`config.mk`:
```
export PLATFORM = sky130hd
export DESIGN_NAME = wdt_escalator
export DESIGN_NICKNAME = d
export VERILOG_FILES = /design/src/rtl/wdt_pkg.sv /design/src/rtl/wdt_rst_sync.sv /design/src/rtl/wdt_cfg_regs.sv /design/src/rtl/wdt_down_counter.sv /design/src/rtl/wdt_escalate.sv /design/src/rtl/wdt_escalator.sv
export SDC_FILE = /design/constraint.sdc
export NUM_CORES = 1
export LEC_CHECK = 0
export BUFFER_PORTS_ARGS = -buffer_cell sky130_fd_sc_hd__buf_2
export CAP_MARGIN = 15
export CORE_ASPECT_RATIO = 0.75
export CORE_MARGIN = 2
export CORE_UTILIZATION = 52
export DETAILED_ROUTE_END_ITERATION = 10
export PLACE_DENSITY = 0.78
export SYNTH_ARGS = -nofsm -noshare
export SYNTH_HDL_FRONTEND = slang
export SYNTH_HIERARCHICAL = 1
export SYNTH_SLANG_ARGS = --single-unit
```
`constraint.sdc`:
```
create_clock -name clk -period 1.8 [get_ports clk]
set_input_delay 0.27 -clock clk [delete_from_list [all_inputs] [get_ports clk]]
set_output_delay 0.27 -clock clk [all_outputs]
set_load 0.02 [all_outputs]
```
`src/rtl/wdt_pkg.sv`:
```
package wdt_pkg;
  localparam int unsigned ADDR_W = 3;

  typedef enum logic [ADDR_W-1:0] {
    REG_LOAD   = 3'd0,
    REG_CTRL   = 3'd1,
    REG_CLEAR  = 3'd2,
    REG_LOCK   = 3'd3,
    REG_VALUE  = 3'd4,
    REG_STATUS = 3'd5
  } wdt_reg_e;

  localparam int unsigned CTRL_IRQ_EN = 0;
  localparam int unsigned CTRL_RST_EN = 1;
endpackage

```
`src/rtl/wdt_rst_sync.sv`:
```
module wdt_rst_sync #(
  parameter int unsigned STAGES = 2
) (
  input  logic clk,
  input  logic rst_n_async,
  output logic rst_n_sync
);
  logic [STAGES-1:0] sh_q;
  logic [STAGES-1:0] sh_d;

  always_comb begin
    sh_d = {sh_q[STAGES-2:0], 1'b1};
  end

  always_ff @(posedge clk or negedge rst_n_async) begin
    if (!rst_n_async) sh_q <= '0;
    else              sh_q <= sh_d;
  end

  assign rst_n_sync = sh_q[STAGES-1];
endmodule

```
`src/rtl/wdt_cfg_regs.sv`:
```
module wdt_cfg_regs
  import wdt_pkg::*;
#(
  parameter int unsigned      DATA_W   = 32,
  parameter logic [DATA_W-1:0] LOAD_RST = '1,
  parameter logic [DATA_W-1:0] KEY      = 32'h5AFE_C0DE
) (
  input  logic              clk,
  input  logic              rst_n,
  input  logic              wr_en,
  input  logic [ADDR_W-1:0] addr,
  input  logic [DATA_W-1:0] wdata,
  output logic [DATA_W-1:0] load_q,
  output logic              irq_en_q,
  output logic              rst_en_q,
  output logic              locked_q,
  output logic              clear_req,
  output logic              reload_req,
  output logic [DATA_W-1:0] reload_val
);
  logic              cfg_ok;
  logic              sel_load, sel_ctrl, sel_clear, sel_lock;
  logic [DATA_W-1:0] load_d;
  logic              irq_en_d, rst_en_d, locked_d;

  always_comb begin
    sel_load  = (addr == REG_LOAD);
    sel_ctrl  = (addr == REG_CTRL);
    sel_clear = (addr == REG_CLEAR);
    sel_lock  = (addr == REG_LOCK);
    cfg_ok    = wr_en && !locked_q;

    load_d   = (cfg_ok && sel_load) ? wdata : load_q;
    irq_en_d = irq_en_q | (cfg_ok && sel_ctrl && wdata[CTRL_IRQ_EN]);
    rst_en_d = (cfg_ok && sel_ctrl) ? wdata[CTRL_RST_EN] : rst_en_q;
    locked_d = (wr_en && sel_lock) ? (wdata != KEY) : locked_q;

    clear_req  = wr_en && sel_clear;
    reload_req = clear_req || (cfg_ok && sel_load) || (irq_en_d && !irq_en_q);
    reload_val = load_d;
  end

  always_ff @(posedge clk or negedge rst_n) begin
    if (!rst_n) begin
      load_q   <= LOAD_RST;
      irq_en_q <= 1'b0;
      rst_en_q <= 1'b0;
      locked_q <= 1'b0;
    end else if (wr_en) begin
      load_q   <= load_d;
      irq_en_q <= irq_en_d;
      rst_en_q <= rst_en_d;
      locked_q <= locked_d;
    end
  end
endmodule

```
`src/rtl/wdt_down_counter.sv`:
```
module wdt_down_counter #(
  parameter int unsigned       DATA_W = 32,
  parameter logic [DATA_W-1:0] INIT   = '1
) (
  input  logic              clk,
  input  logic              rst_n,
  input  logic              run,
  input  logic              reload,
  input  logic [DATA_W-1:0] reload_val,
  output logic [DATA_W-1:0] cnt_q,
  output logic              expire
);
  logic [DATA_W-1:0] cnt_d;
  logic              cnt_en;

  always_comb begin
    expire = run && !reload && (cnt_q == '0);
    cnt_en = reload || run;
    if (reload || expire) cnt_d = reload_val;
    else                  cnt_d = cnt_q - 1'b1;
  end

  always_ff @(posedge clk or negedge rst_n) begin
    if (!rst_n)      cnt_q <= INIT;
    else if (cnt_en) cnt_q <= cnt_d;
  end
endmodule

```
`src/rtl/wdt_escalate.sv`:
```
module wdt_escalate (
  input  logic clk,
  input  logic rst_n,
  input  logic expire,
  input  logic clear,
  input  logic rst_en,
  output logic irq_q,
  output logic rst_q
);
  logic irq_d, rst_d, upd_en;

  always_comb begin
    upd_en = expire || clear;
    irq_d  = clear ? 1'b0 : 1'b1;
    rst_d  = rst_q || (expire && irq_q && rst_en);
  end

  always_ff @(posedge clk or negedge rst_n) begin
    if (!rst_n) begin
      irq_q <= 1'b0;
      rst_q <= 1'b0;
    end else if (upd_en) begin
      irq_q <= irq_d;
      rst_q <= rst_d;
    end
  end
endmodule

```
`src/rtl/wdt_escalator.sv`:
```
module wdt_escalator
  import wdt_pkg::*;
#(
  parameter int unsigned       DATA_W      = 32,
  parameter logic [DATA_W-1:0] LOAD_RST    = '1,
  parameter logic [DATA_W-1:0] UNLOCK_KEY  = 32'h5AFE_C0DE,
  parameter int unsigned       SYNC_STAGES = 2
) (
  input  logic              clk,
  input  logic              rst_n,
  input  logic              bus_wr,
  input  logic [ADDR_W-1:0] bus_addr,
  input  logic [DATA_W-1:0] bus_wdata,
  output logic [DATA_W-1:0] bus_rdata,
  output logic              irq,
  output logic              rst_req
);
  logic              rst_n_int;
  logic [DATA_W-1:0] load_q, reload_val, cnt_q;
  logic              irq_en_q, rst_en_q, locked_q;
  logic              clear_req, reload_req, expire;

  wdt_rst_sync #(.STAGES(SYNC_STAGES)) u_sync (
    .clk(clk), .rst_n_async(rst_n), .rst_n_sync(rst_n_int)
  );

  wdt_cfg_regs #(.DATA_W(DATA_W), .LOAD_RST(LOAD_RST), .KEY(UNLOCK_KEY)) u_regs (
    .clk(clk), .rst_n(rst_n_int), .wr_en(bus_wr), .addr(bus_addr),
    .wdata(bus_wdata), .load_q(load_q), .irq_en_q(irq_en_q),
    .rst_en_q(rst_en_q), .locked_q(locked_q), .clear_req(clear_req),
    .reload_req(reload_req), .reload_val(reload_val)
  );

  wdt_down_counter #(.DATA_W(DATA_W), .INIT(LOAD_RST)) u_cnt (
    .clk(clk), .rst_n(rst_n_int), .run(irq_en_q), .reload(reload_req),
    .reload_val(reload_val), .cnt_q(cnt_q), .expire(expire)
  );

  wdt_escalate u_esc (
    .clk(clk), .rst_n(rst_n_int), .expire(expire), .clear(clear_req),
    .rst_en(rst_en_q), .irq_q(irq), .rst_q(rst_req)
  );

  always_comb begin
    bus_rdata = '0;
    case (bus_addr)
      REG_LOAD:   bus_rdata = load_q;
      REG_CTRL: begin
        bus_rdata[CTRL_IRQ_EN] = irq_en_q;
        bus_rdata[CTRL_RST_EN] = rst_en_q;
      end
      REG_LOCK:   bus_rdata[0] = locked_q;
      REG_VALUE:  bus_rdata = cnt_q;
      REG_STATUS: bus_rdata[0] = irq;
      default:    bus_rdata = '0;
    endcase
  end
endmodule

```
# [After elaboration in Yosys (flattened, before gate mapping)]
# Index checks and enable logic that the tools add are counted.
[op_classes] n_reduce_logical=24 add_sub_neg=1 n_eq_ne=6 muxes=6 n_bitwise=1
[ops] op="$mux W32" n=2
[ops] op="$pmux W30 S2" n=1
[ops] op="$logic_not A32 Y1" n=1
[ops] op="$ne A32 B31 Y1 const B" n=1
[ops] op="$sub A32 B1 Y32 const B" n=1
[ops] op="$logic_and A1 B1 Y1" n=11
[ops] op="$eq A3 B2 Y1 const B" n=2
[ops] op="$eq A3 B3 Y1 const B" n=2
[ops] op="$logic_or A1 B1 Y1" n=6
[ops] op="$pmux W1 S5" n=1
[ops] op="$reduce_and A2 Y1" n=2
[ops] op="$eq A3 B1 Y1 const B" n=1
[ops] op="$logic_not A1 Y1" n=3
[ops] op="$logic_not A3 Y1" n=1
[ops] op="$pmux W1 S3" n=1
[ops] op="$mux W1" n=1
[ops] op="$or A1 B1 Y1" n=1
[totals] reg_bits=71 out_inout_bits=34

# [Longest topological paths before layout]
# Gate-level depths: netlist of run 1.
[depth] depth_word=13 depth_mapped=10 mapped_depth_nobuf=9

# [Hierarchy]
# The synthesis of run 1 kept the hierarchy.
[modules_own_cells] mod="wdt_down_counter" area_each_um2=2145.8 instances=1 seq_area_each_um2=840.8 cells_each=249
[modules_own_cells] mod="wdt_cfg_regs" area_each_um2=1915.6 instances=1 seq_area_each_um2=915.9 cells_each=130
[modules_own_cells] mod="wdt_escalator" area_each_um2=436.7 instances=1 seq_area_each_um2=0.0 cells_each=49
[modules_own_cells] mod="wdt_escalate" area_each_um2=68.8 instances=1 seq_area_each_um2=50.0 cells_each=4
[modules_own_cells] mod="wdt_rst_sync" area_each_um2=53.8 instances=1 seq_area_each_um2=50.0 cells_each=3

# [Least setup slack after synthesis of run 1]
# No wires, ideal clock.
[synth_timing] path_kind="reg-to-reg" startpoint="reg u_regs.locked_q" endpoint="reg u_cnt.cnt_q[11]" arrival_time_ns=2.311 slack_ns=-0.594 period_less_slack_ns=2.394 setup_time_ns=0.084 stages_incl_launch_ff=10 path_cell_list="dfrtp_1 > nor2_2 > o21ai_0 > o21ai_0 > or2_2 > or4_4 > o31ai_4 > buf_6 > nor4_1 > a311o_1"
[synth_between] elab_chain_len=12 elab_cells_between_ends=16
[synth_rtl] element="from (decl)" line_no="wdt_cfg_regs.sv:16" text="output logic locked_q,"
[synth_rtl] element="from (signal assigned)" line_no="wdt_cfg_regs.sv:53" text="locked_q <= locked_d;"
[synth_rtl] element="$logic_not A1 Y1 *" line_no="wdt_cfg_regs.sv:31" text="cfg_ok = wr_en && !locked_q;"
[synth_rtl] element="$logic_and A1 B1 Y1 *" line_no="wdt_cfg_regs.sv:31"
[synth_rtl] element="$logic_and A1 B1 Y1 (2 in series)" line_no="wdt_cfg_regs.sv:34" text="irq_en_d = irq_en_q | (cfg_ok && sel_ctrl && wdata[CTRL_IRQ_EN]);"
[synth_rtl] element="$or A1 B1 Y1" line_no="wdt_cfg_regs.sv:34"
[synth_rtl] element="$logic_and A1 B1 Y1" line_no="wdt_cfg_regs.sv:39" text="reload_req = clear_req || (cfg_ok && sel_load) || (irq_en_d && !irq_en_q);"
[synth_rtl] element="$logic_or A1 B1 Y1 *" line_no="wdt_cfg_regs.sv:39"
[synth_rtl] element="via reload_req" line_no="wdt_escalator.sv:21" text="logic clear_req, reload_req, expire;"
[synth_rtl] element="$logic_not A1 Y1" line_no="wdt_down_counter.sv:17" text="expire = run && !reload && (cnt_q == '0);"
[synth_rtl] element="$logic_and A1 B1 Y1 (2 in series)" line_no="wdt_down_counter.sv:17"
[synth_rtl] element="$logic_or A1 B1 Y1" line_no="wdt_down_counter.sv:19" text="if (reload || expire) cnt_d = reload_val;"
[synth_rtl] element="$mux W32" line_no="wdt_down_counter.sv:19"
[synth_rtl] element="to (signal assigned)" line_no="wdt_down_counter.sv:25" text="else if (cnt_en) cnt_q <= cnt_d;"
[synth_rtl] element="to (decl)" line_no="wdt_down_counter.sv:10" text="output logic [DATA_W-1:0] cnt_q,"
# Mark *: on every way through the listed nets, which the timed path passes. The rest lies on a longest branch.
# A chain may end at the register's enable or synchronous reset.

# [Worst setup path in the final report of run 1]
[layout_timing] startpoint="reg u_regs.locked_q" endpoint="reg u_cnt.cnt_q[3]"
# Same word-level chain as after synthesis.

==> results of run 1 <==
==> cell families (layout without fill, tap and decap cells) <==
kind of cell	count (synthesis)	count (layout)	share of synthesized area, %
AOI/OAI and AO/OA	115	115	19.6
xor gates and xnor gates	2	2	0.379
and+or+nand+nor	133	133	16.5
buffers and inverters	41	225	5.44
other	1	1	0.0812
adders and majority gates	1	1	0.271
DFF	71	71	40.2
muxes	71	71	17.5
==> power groups by stage <==
stage	Combinational [mW]	Clock (mW)	Sequential, mW
3_5_place_dp	2.57	0	2.70
2_1_floorplan	1.36	0	2.76
3_3_place_gp	2.47	0	2.65
6_report	3.15	1.79	2.74
5_1_grt	3.28	1.89	2.78
4_1_cts	2.78	1.79	2.69
==> worst max path at each step <==
stage | end | startpoint | cells after the start | slack [ns]
6_report | u_cnt/cnt_q[3]$_DFFE_PN1P_ | u_regs/locked_q$_DFFE_PN0P_ | 9 | -0.56
2_1_floorplan | u_cnt/cnt_q[11]$_DFFE_PN1P_ | u_cnt/cnt_q[27]$_DFFE_PN1P_ | 6 | -0.37
4_1_cts | u_cnt/cnt_q[3]$_DFFE_PN1P_ | u_cnt/cnt_q[27]$_DFFE_PN1P_ | 6 | -0.51
3_5_place_dp | u_cnt/cnt_q[11]$_DFFE_PN1P_ | bus_wr | 10 | -0.60
3_3_place_gp | u_cnt/cnt_q[11]$_DFFE_PN1P_ | bus_wr | 10 | -0.55
5_1_grt | u_cnt/cnt_q[11]$_DFFE_PN1P_ | u_regs/locked_q$_DFFE_PN0P_ | 9 | -0.62
==> state kept, by name, summed over array words and instances (netlist names) <==
name	cells
u_esc/rst_q	1
u_sync/sh_q	2
u_regs/rst_en_q	1
u_cnt/cnt_q	32
u_regs/load_q	32
u_esc/irq_q	1
u_regs/locked_q	1
u_regs/irq_en_q	1
==> area by class of cell <==
class	instances	area [um2]	area share, %
clock buffer	12	246	3.71
sequential	71	1860	28.0
multi-input combinational	323	2790	41.9
inverter	13	55.1	0.829
tap	108	135	2.03
clock inverter	4	45.0	0.678
timing repair buffer	196	1520	22.9
==> cells in the final DEF, fill, tap and decap left out, types with 4 or more instances in the layout <==
cell	synthesis	routed
o21ai_2	0	5
or3_1	6	6
mux2i_1	6	5
nand4b_1	4	4
o21ai_1	0	5
inv_1	11	11
dfstp_2	64	64
o22ai_1	5	4
a21oi_1	12	9
nor2_4	1	4
nor4_1	13	7
a311oi_1	4	4
buf_12	0	7
dfrtp_1	7	6
nand2_1	27	26
a22o_1	33	33
nor2_1	22	20
o21ai_0	14	4
mux2_2	60	60
buf_6	11	12
buf_2	3	63
clkbuf_16	0	13
nand4_1	10	10
buf_4	3	109
mux2_4	5	5
nand3_1	9	7
nor3_1	14	13
==> timing repair <==
| action | 4_1_cts | 5_1_grt |
|---|---|---|
| pin swaps | 14 | 10 |
| gates cloned | 0 | 4 |
| hold buffers | 1 | 0 |
| gates resized for setup | 37 | 33 |
| endpoints found under the hold margin | 2 | 0 |
| endpoints found under the setup margin | 35 | 42 |
| buffers inserted | 8 | 15 |
==> metal layers <==
layer  track usage [%]  part of all wire [%]  up-vias
met3              7.92                    12      121
met4              13.3                   5.3        0
met5                 0                     0        -
met1              41.5                    38     2413
met2              50.5                    45      439
li1                  -                     -     2067
==> reports/results.tsv, run 1 <==
metric	value	unit
Finished Layout Cells	727	
Slew HR	58.1	%
post-DR wirelength/cell	23.9	um
Worst EP arrival	2.63	ns
reg2reg start	u_regs/locked_q$_DFFE_PN0P_	
Clock Path Buffers	2	
crit-path cells	nor2_4 > o21ai_2 > o21ai_2 > or2_4 > or4_4 > o31ai_4 > buf_6 > nor4_1 > a311o_1	
initial core utilization	54.2	%
setup TNS	-14.89	ns
first-pass GRT wire length	24100	um
htree depth	3	
Hold EP	u_regs/load_q[12]$_DFFE_PN1P_	
Crit Reg-Reg Endpoint	u_cnt/cnt_q[3]$_DFFE_PN1P_	
Worst-Skew Late Latency	0.35	ns
Seq/Total Area, Yosys	40.2	%
Synth Register Bits	71	
CP required	2.07	ns
Worst setup EP type	flop	
GR Util All Layers	31.7	%
Net Sw Frac	35.0	%
drc violations	0	
clock power share	23.3	%
initial antenna violation count	0	
post-route ant nets	0	
Crit Path Max Fanout	9	
IO Port Bufs	71	
critical path's top delay family	simple AND/OR/NAND/NOR gates	
Mapped Avg Cell Area	10.6	um2
Buf+Inv Stages, Crit Path	1	
Crit Path Class	reg -> reg	
worst hold slack	0.192	ns
num ports	72	
min Tclk post-route	2.36	ns
# Max-Cap Violations	0	
Core Region	8530	um2
share of the synthesized area in the top cell type	36.4	%
HPWL after DPL	9890	um
Most used DFF post-synth	dfstp_2	
Pint	4.99	mW
final core utilization	77.9	%
most frequent cell after synthesis	dfstp_2	
Initial DRC Count	636	
number of global-route vias before repair	4697	
fin worst setup slack	-0.560	ns
Antenna diodes	0	
Pre-antenna DRT Iters	8	
number of synthesized flops with an enable pin	0	
Synth cell types	76	
dpl cells	685	
leading area contributor after synthesis	dfstp_2	
Peak VDD IR	0.000737	V
clock skew	0.00562	ns
CTS tree	yes	
GPL Wtd Cong	0.941	
Seq pwr share	35.7	%
unrepaired setup endpoints after global routing	true	
Slew Viols, Final	0	
flop2flop setup slack	-0.56	ns
Max Clk Rate	424	MHz
row count	29	
Area Growth Syn to Fin	43.8	%
Post-Syn Nets	474	
dpl cell area	5780	um2
die area	9660	um2
Leak Pwr	2.91	nW
Mapped Area	4620	um2
drt via density	6.93	
startpoint types	flop	
CP max-delay cell	or4_4	
Clock transition at path regs	0.06	ns
Post-synth top cells	dfstp_2, mux2_2, a22o_1	
Congestion Overflow GR	0	
slowest stage delay, CP	0.53	ns
fin nets	653	
violated checks	negative setup slack	
total power	7.67	mW
DR vias	5040	
Gate power share	41.0	%
clock root cell	clkbuf_16	
# setup viols final	35	
Area contributors post-synth	dfstp_2, mux2_2, a22o_1, dfrtp_1, buf_6	
Final Hold Fails	0	
Tcrit/Tclk final	131	%
CTS Sinks	71	
Reg2Reg Depth	9	
Hold Crit Depth	2	
layout cells sized above 1	62.7	%
dpl ws	-0.595	ns
largest net degree at the start of global routing	70	
Async SR Flop Fraction	100	%
synth warn	6	
Psw	2.68	mW
Die Height	85.6	um
status	finished, violations left	
CTS buffer count	9	
Critical Path Most Common Cell	o21ai_2	
post-route cell area	6640	um2
fillcell total	505	
worst-margin pin slew	0.626	ns
Power Density	1150	nW/um2
Synth Instances	435	
Die Wd	113	um
Worst Hold Class	in -> reg	
DRT Wirelength	17400	um
Worst Min Path Start	bus_wdata[12]	
No activity file was read; power rests on OpenSTA's default activity.
==> inputs of run 2 (changes only) <==
- CELL_PAD_IN_SITES_DETAIL_PLACEMENT: not set -> 0
- CELL_PAD_IN_SITES_GLOBAL_PLACEMENT: not set -> 1
- CORE_UTILIZATION: 52 -> 41
==> run 2 against run 1 <==
Effect of this change: the run still ends with negative setup slack left; power is 3.3% lower; hold slack better by 0.012 ns; non-clock buffer count down 5; clock power about the same; cell count grew 3.7%; combinational power decreased by 6%.
==> reports/results.tsv, run 2 (synthesis gave the netlist of run 1 again) <==
metric	value	unit
min Tclk post-route	2.32	ns
Initial DRC Count	373	
Area Growth Syn to Fin	43.1	%
Power Density	1120	nW/um2
HPWL after DPL	10100	um
row count	33	
die area	12100	um2
GPL Wtd Cong	0.894	
drc violations	0	
post-DR wirelength/cell	19.0	um
worst-margin pin slew	0.584	ns
GR Util All Layers	24.2	%
largest net degree at the start of global routing	70	
CTS tree	yes	
Worst setup EP type	flop	
Core Region	10900	um2
Slew HR	60.9	%
commonest non-fill, non-tap cell in the layout	buf_4	
commonest cells after routing, fill and taps aside	buf_4, buf_2, dfstp_2	
Leak Pwr	2.91	nW
CP startpoint	u_cnt/cnt_q[27]$_DFFE_PN1P_	
Clock Path Buffers	2	
fillcell total	937	
Worst-Skew Late Latency	0.33	ns
multi-input logic area	2790	um2
CP required	2.06	ns
Pre-antenna DRT Iters	5	
reg2reg start	u_cnt/cnt_q[27]$_DFFE_PN1P_	
num ports	72	
Antenna diodes	0	
Final Hold Fails	0	
startpoint types	flop	
htree depth	3	
dpl ws	-0.606	ns
status	finished, violations left	
CTS Sinks	71	
Crit Path Class	reg -> reg	
DRT Wirelength	14400	um
Worst Min Path Start	bus_wdata[4]	
CTS buffer count	9	
fin worst setup slack	-0.517	ns
Max Clk Rate	432	MHz
drt via density	5.81	
Register Area	1860	um2
Worst EP arrival	2.57	ns
clock skew	0.00471	ns
post-route cell area	6610	um2
violated checks	negative setup slack	
Slew Viols, Final	0	
Largest regs	u_cnt/cnt_q x32, u_regs/load_q x32, u_sync/sh_q x2	
# Max-Cap Violations	0	
unrepaired setup endpoints after global routing	true	
flop2flop setup slack	-0.52	ns
IO Port Bufs	71	
Peak VDD IR	0.000669	V
layout cells sized above 1	63.4	%
post-route ant nets	0	
dpl cell area	5850	um2
Worst Hold Class	in -> reg	
DR vias	4384	
number of global-route vias before repair	4294	
Die Height	95.9	um
Crit Path Max Fanout	5	
clock root cell	clkbuf_16	
worst hold slack	0.203	ns
initial antenna violation count	0	
fin nets	648	
Tcrit/Tclk final	129	%
initial core utilization	42.2	%
Die Wd	127	um
# setup viols final	35	
Congestion Overflow GR	0	
first-pass GRT wire length	23000	um
Clock transition at path regs	0.06	ns
## run 2: cell count changes in the layout (fill, tap and decap cells not counted), sizes merged
cell,previous run,this run
clkbuf,16,11
buf,191,189
clkinv,3,4
clkinvlp,1,2
## run 2: report_power, final
part,switching [mW],internal (mW),leakage [nW]
registers,0.305,2.36,0.754
logic,1.45,1.52,2.02
clock network,0.678,1.10,0.144
## run 2: final cells by class
type	count	share of cell area [%]
Timing Repair Buffer	191	21.7
Sequential cell	71	28.1
Multi-Input combinational cell	323	42.2
Inverter	13	0.833
Clock inverter	6	0.909
Tap cell	140	2.65
Clock buffer	10	3.62
## run 2: worst paths after layout
kind | endpoint | cells past startpoint
worst max-delay path | u_cnt/cnt_q[3]$_DFFE_PN1P_ | 6
worst min-delay path | u_regs/load_q[4]$_DFFE_PN1P_ | 2
worst max register to register | u_cnt/cnt_q[3]$_DFFE_PN1P_ | 6
worst min register to register | u_regs/locked_q$_DFFE_PN0P_ | 1
max in group asynchronous | u_regs/load_q[17]$_DFFE_PN1P_ | 1
min in group asynchronous | u_sync/sh_q[0]$_DFF_PN0_ | 2
## run 2: critical path, stage by stage, from the launching register on
cell and delay, ns:
dfstp_2 0.37, or4_4 0.55, or4_4 0.52, o31ai_4 0.29, buf_6 0.18, nor4_1 0.05
a311o_1 0.29
## run 2: layer usage
layer / vias to the layer above / part of all wire (%) / track usage, %
li1: 2059 / - / -
met1: 2160 / 47 / 34.8
met2: 147 / 45 / 37.2
met3: 18 / 6.1 / 5.34
met4: 0 / 1.5 / 6.23
met5: - / 0 / 0
## run 2: repair_timing
action / 4_1_cts / 5_1_grt
endpoints found under the hold margin: 2 / 0
setup buffers: 7 / 10
pin swaps: 8 / 11
gates cloned: 1 / 2
setup endpoints to repair: 35 / 35
gates resized for setup: 32 / 44
hold buffers: 1 / 0
## run 2: per-stage QoR
stage,total power [mW],util [%],TNS [ns],std cells
after floorplan,4.12,-,-7.89,435
after global placement,5.22,53.5,-13.87,720
after detailed placement,5.30,53.5,-15.18,720
after CTS,7.24,58.0,-11.96,744
after global routing,7.86,60.4,-15.89,754
final,7.42,60.4,-12.83,754
==> inputs of run 3 (changes only) <==
- ABC_AREA: not set -> 1
- CORE_UTILIZATION: 41 -> 37
==> run 3 against run 2 <==
Effect of this change: the run now ends clean; first-iteration DRC count is 3.5% lower; critical path depth is 6 higher; area after synthesis rose by 9.6%; register-to-register slack improved by 0.54 ns; count of clock-buffer cells in the layout grew 1; non-clock buffer count shrank 66; clock power up 4%; hold slack worse by 0.037 ns.
==> reports/results.tsv, run 3 <==
metric	value	unit
Seq pwr share	39.5	%
post-route ant nets	0	
Psw	2.28	mW
Peak VDD IR	0.000494	V
Congestion Overflow GR	0	
Initial DRC Count	360	
Gate power share	32.0	%
largest net degree at the start of global routing	70	
first-pass GRT wire length	24900	um
Antenna diodes	0	
Area Growth Syn to Fin	26.3	%
Worst Hold Class	in -> reg	
Area contributors post-synth	dfstp_2, nand2_1, inv_1, nor2_1, nand3_1	
fin nets	942	
Synth Register Bits	71	
Register Area	1860	um2
most frequent cell after synthesis	nand2_1	
leading area contributor after synthesis	dfstp_2	
Pint	4.20	mW
Async SR Flop Fraction	100	%
number of synthesized flops with an enable pin	0	
fillcell total	1363	
reg2reg start	u_cnt/cnt_q[1]$_DFFE_PN1P_	
drt via density	4.75	
GPL Wtd Cong	0.958	
Post-synth top cells	nand2_1, inv_1, nor2_1	
min Tclk post-route	1.78	ns
Finished Layout Cells	1079	
clock skew	0.00687	ns
Die Wd	139	um
CTS Sinks	71	
DR vias	5123	
Clock transition at path regs	0.06	ns
Synth Instances	793	
Worst setup EP type	flop	
worst hold slack	0.166	ns
Post-Syn Nets	832	
Synth cell types	32	
CP required	2.07	ns
setup TNS	0	ns
unrepaired setup endpoints after global routing	true	
row count	36	
clock root cell	clkbuf_16	
Core Region	13200	um2
# setup viols final	0	
Most used DFF post-synth	dfstp_2	
Power Density	1010	nW/um2
Leak Pwr	3.36	nW
Max Clk Rate	563	MHz
num ports	72	
initial antenna violation count	0	
Crit Reg-Reg Endpoint	u_cnt/cnt_q[23]$_DFFE_PN1P_	
Worst Min Path Start	bus_wdata[17]	
Largest regs	u_cnt/cnt_q x32, u_regs/load_q x32, u_sync/sh_q x2	
commonest cells after routing, fill and taps aside	nand2_1, inv_1, nor2_1	
Crit Path Class	reg -> reg	
layout cells sized above 1	27.8	%
Tcrit/Tclk final	98.7	%
die area	14700	um2
CTS buffer count	9	
Worst EP arrival	2.05	ns
IO Port Bufs	71	
Seq/Total Area, Yosys	36.7	%
initial core utilization	38.4	%
clock power share	28.5	%
final core utilization	48.5	%
drc violations	0	
Hold Crit Depth	3	
Crit Path Max Fanout	21	
Final Hold Fails	0	
flop2flop setup slack	0.02	ns
DRT Wirelength	15300	um
# Max-Cap Violations	0	
Clock Path Buffers	2	
Worst-Skew Late Latency	0.34	ns
GR Util All Layers	21.4	%
dpl cells	1056	
dpl cell area	5910	um2
Pre-antenna DRT Iters	5	
synth warn	6	
Mapped Area	5060	um2
HPWL after DPL	11500	um
CTS tree	yes	
Net Sw Frac	35.2	%
multi-input logic area	2780	um2
share of the synthesized area in the top cell type	33.2	%
number of global-route vias before repair	4967	
startpoint types	flop	
htree depth	3	
status	complete, no violations	
Hold EP	u_regs/load_q[17]$_DFFE_PN1P_	
post-DR wirelength/cell	14.2	um
Mapped Avg Cell Area	6.39	um2
Reg2Reg Depth	12	
commonest non-fill, non-tap cell in the layout	nand2_1	
post-route cell area	6400	um2
Slew Viols, Final	0	
Die Height	105	um
-- run 3: cell count changes in the layout (fill, tap and decap cells not counted), sizes merged, moves of 15 or more --
cell	delta
a22o	-33
buf	-66
inv	+74
mux2	-65
nand2	+350
nand3	+48
nor2	+68
o21ai	+28
xor2	+15
-- run 3: how the worst max path moves through the flow --
| stage | cells after the start | slack, ns | from | end |
|---|---|---|---|---|
| 6_report | 12 | 0.02 | u_cnt/cnt_q[1]$_DFFE_PN1P_ | u_cnt/cnt_q[23]$_DFFE_PN1P_ |
| 5_1_grt | 13 | -0.12 | u_regs/locked_q$_DFFE_PN0P_ | u_cnt/cnt_q[20]$_DFFE_PN1P_ |
| 4_1_cts | 10 | -0.006 | u_cnt/cnt_q[1]$_DFFE_PN1P_ | u_esc/rst_q$_DFFE_PN0P_ |
| 3_5_place_dp | 10 | -0.19 | u_cnt/cnt_q[0]$_DFFE_PN1P_ | u_esc/rst_q$_DFFE_PN0P_ |
| 3_3_place_gp | 10 | -0.15 | u_cnt/cnt_q[0]$_DFFE_PN1P_ | u_esc/rst_q$_DFFE_PN0P_ |
| 2_1_floorplan | 15 | -0.11 | u_regs/locked_q$_DFFE_PN0P_ | u_cnt/cnt_q[9]$_DFFE_PN1P_ |
-- run 3: logic make-up (layout without fill, tap and decap cells) --
logic type / after synthesis / in the layout / share of synthesized area [%]
compound gates: 52 / 52 / 5.95
fa+ha+maj: 1 / 1 / 0.247
other cells: 1 / 1 / 0.0740
xor+xnor: 17 / 17 / 2.94
flops: 71 / 71 / 36.7
simple gates: 539 / 539 / 43.5
buf+inv: 112 / 227 / 10.6
-- run 3: final cells by class --
| class | instances | share of cell area [%] |
|---|---|---|
| Clock inverter | 5 | 0.880 |
| Tap cell | 171 | 3.35 |
| Clock buffer | 11 | 3.95 |
| Inverter | 86 | 5.05 |
| Sequential cell | 71 | 29.0 |
| Multi-Input combinational cell | 610 | 43.4 |
| Timing Repair Buffer | 125 | 14.3 |
-- run 3: stage by stage --
step / power (mW) / worst slack [ns]
final: 6.47 / 0.0227
after global placement: 4.51 / -0.154
after CTS: 6.46 / -0.00554
after floorplan: 3.83 / -0.112
after detailed placement: 4.55 / -0.186
after global routing: 6.93 / -0.118
-- run 3: layer usage --
metal  share of wire (%)  global-route usage (%)  vias to the layer above
met5                   0                       0                        -
met4                0.75                    3.03                        0
met3                 4.4                    4.68                        8
met2                  41                    31.2                      117
met1                  53                    32.9                     2356
li1                    -                       -                     2642
-- run 3: repair_timing --
action | in CTS | in global routing
hold buffers | 1 | 0
pin swaps | 3 | 8
endpoints found under the hold margin | 2 | 0
resized for setup | 8 | 21
setup endpoints to repair | 3 | 35
cloned | 0 | 1
setup buffers | 2 | 3
-- run 3: critical path, cell delays in order, from the launching register on --
cell     delay [ns]
dfstp_2        0.37
inv_1          0.08
ha_2           0.22
nand2_2        0.10
nor2_4         0.13
nand2_2        0.07
nor2_4         0.17
nand2_4        0.09
nand2_4        0.10
buf_12         0.16
nand2_1        0.09
nand3_2        0.07
nand2_1        0.05
-- run 3: power by group through the flow --
stage / Sequential (mW) / Combinational [mW] / Clock, mW
floorplan: 2.51 / 1.32 / 0
global placement: 2.57 / 1.94 / 0
detailed placement: 2.58 / 1.97 / 0
CTS: 2.56 / 2.01 / 1.89
global route: 2.62 / 2.34 / 1.97
finish: 2.56 / 2.07 / 1.85
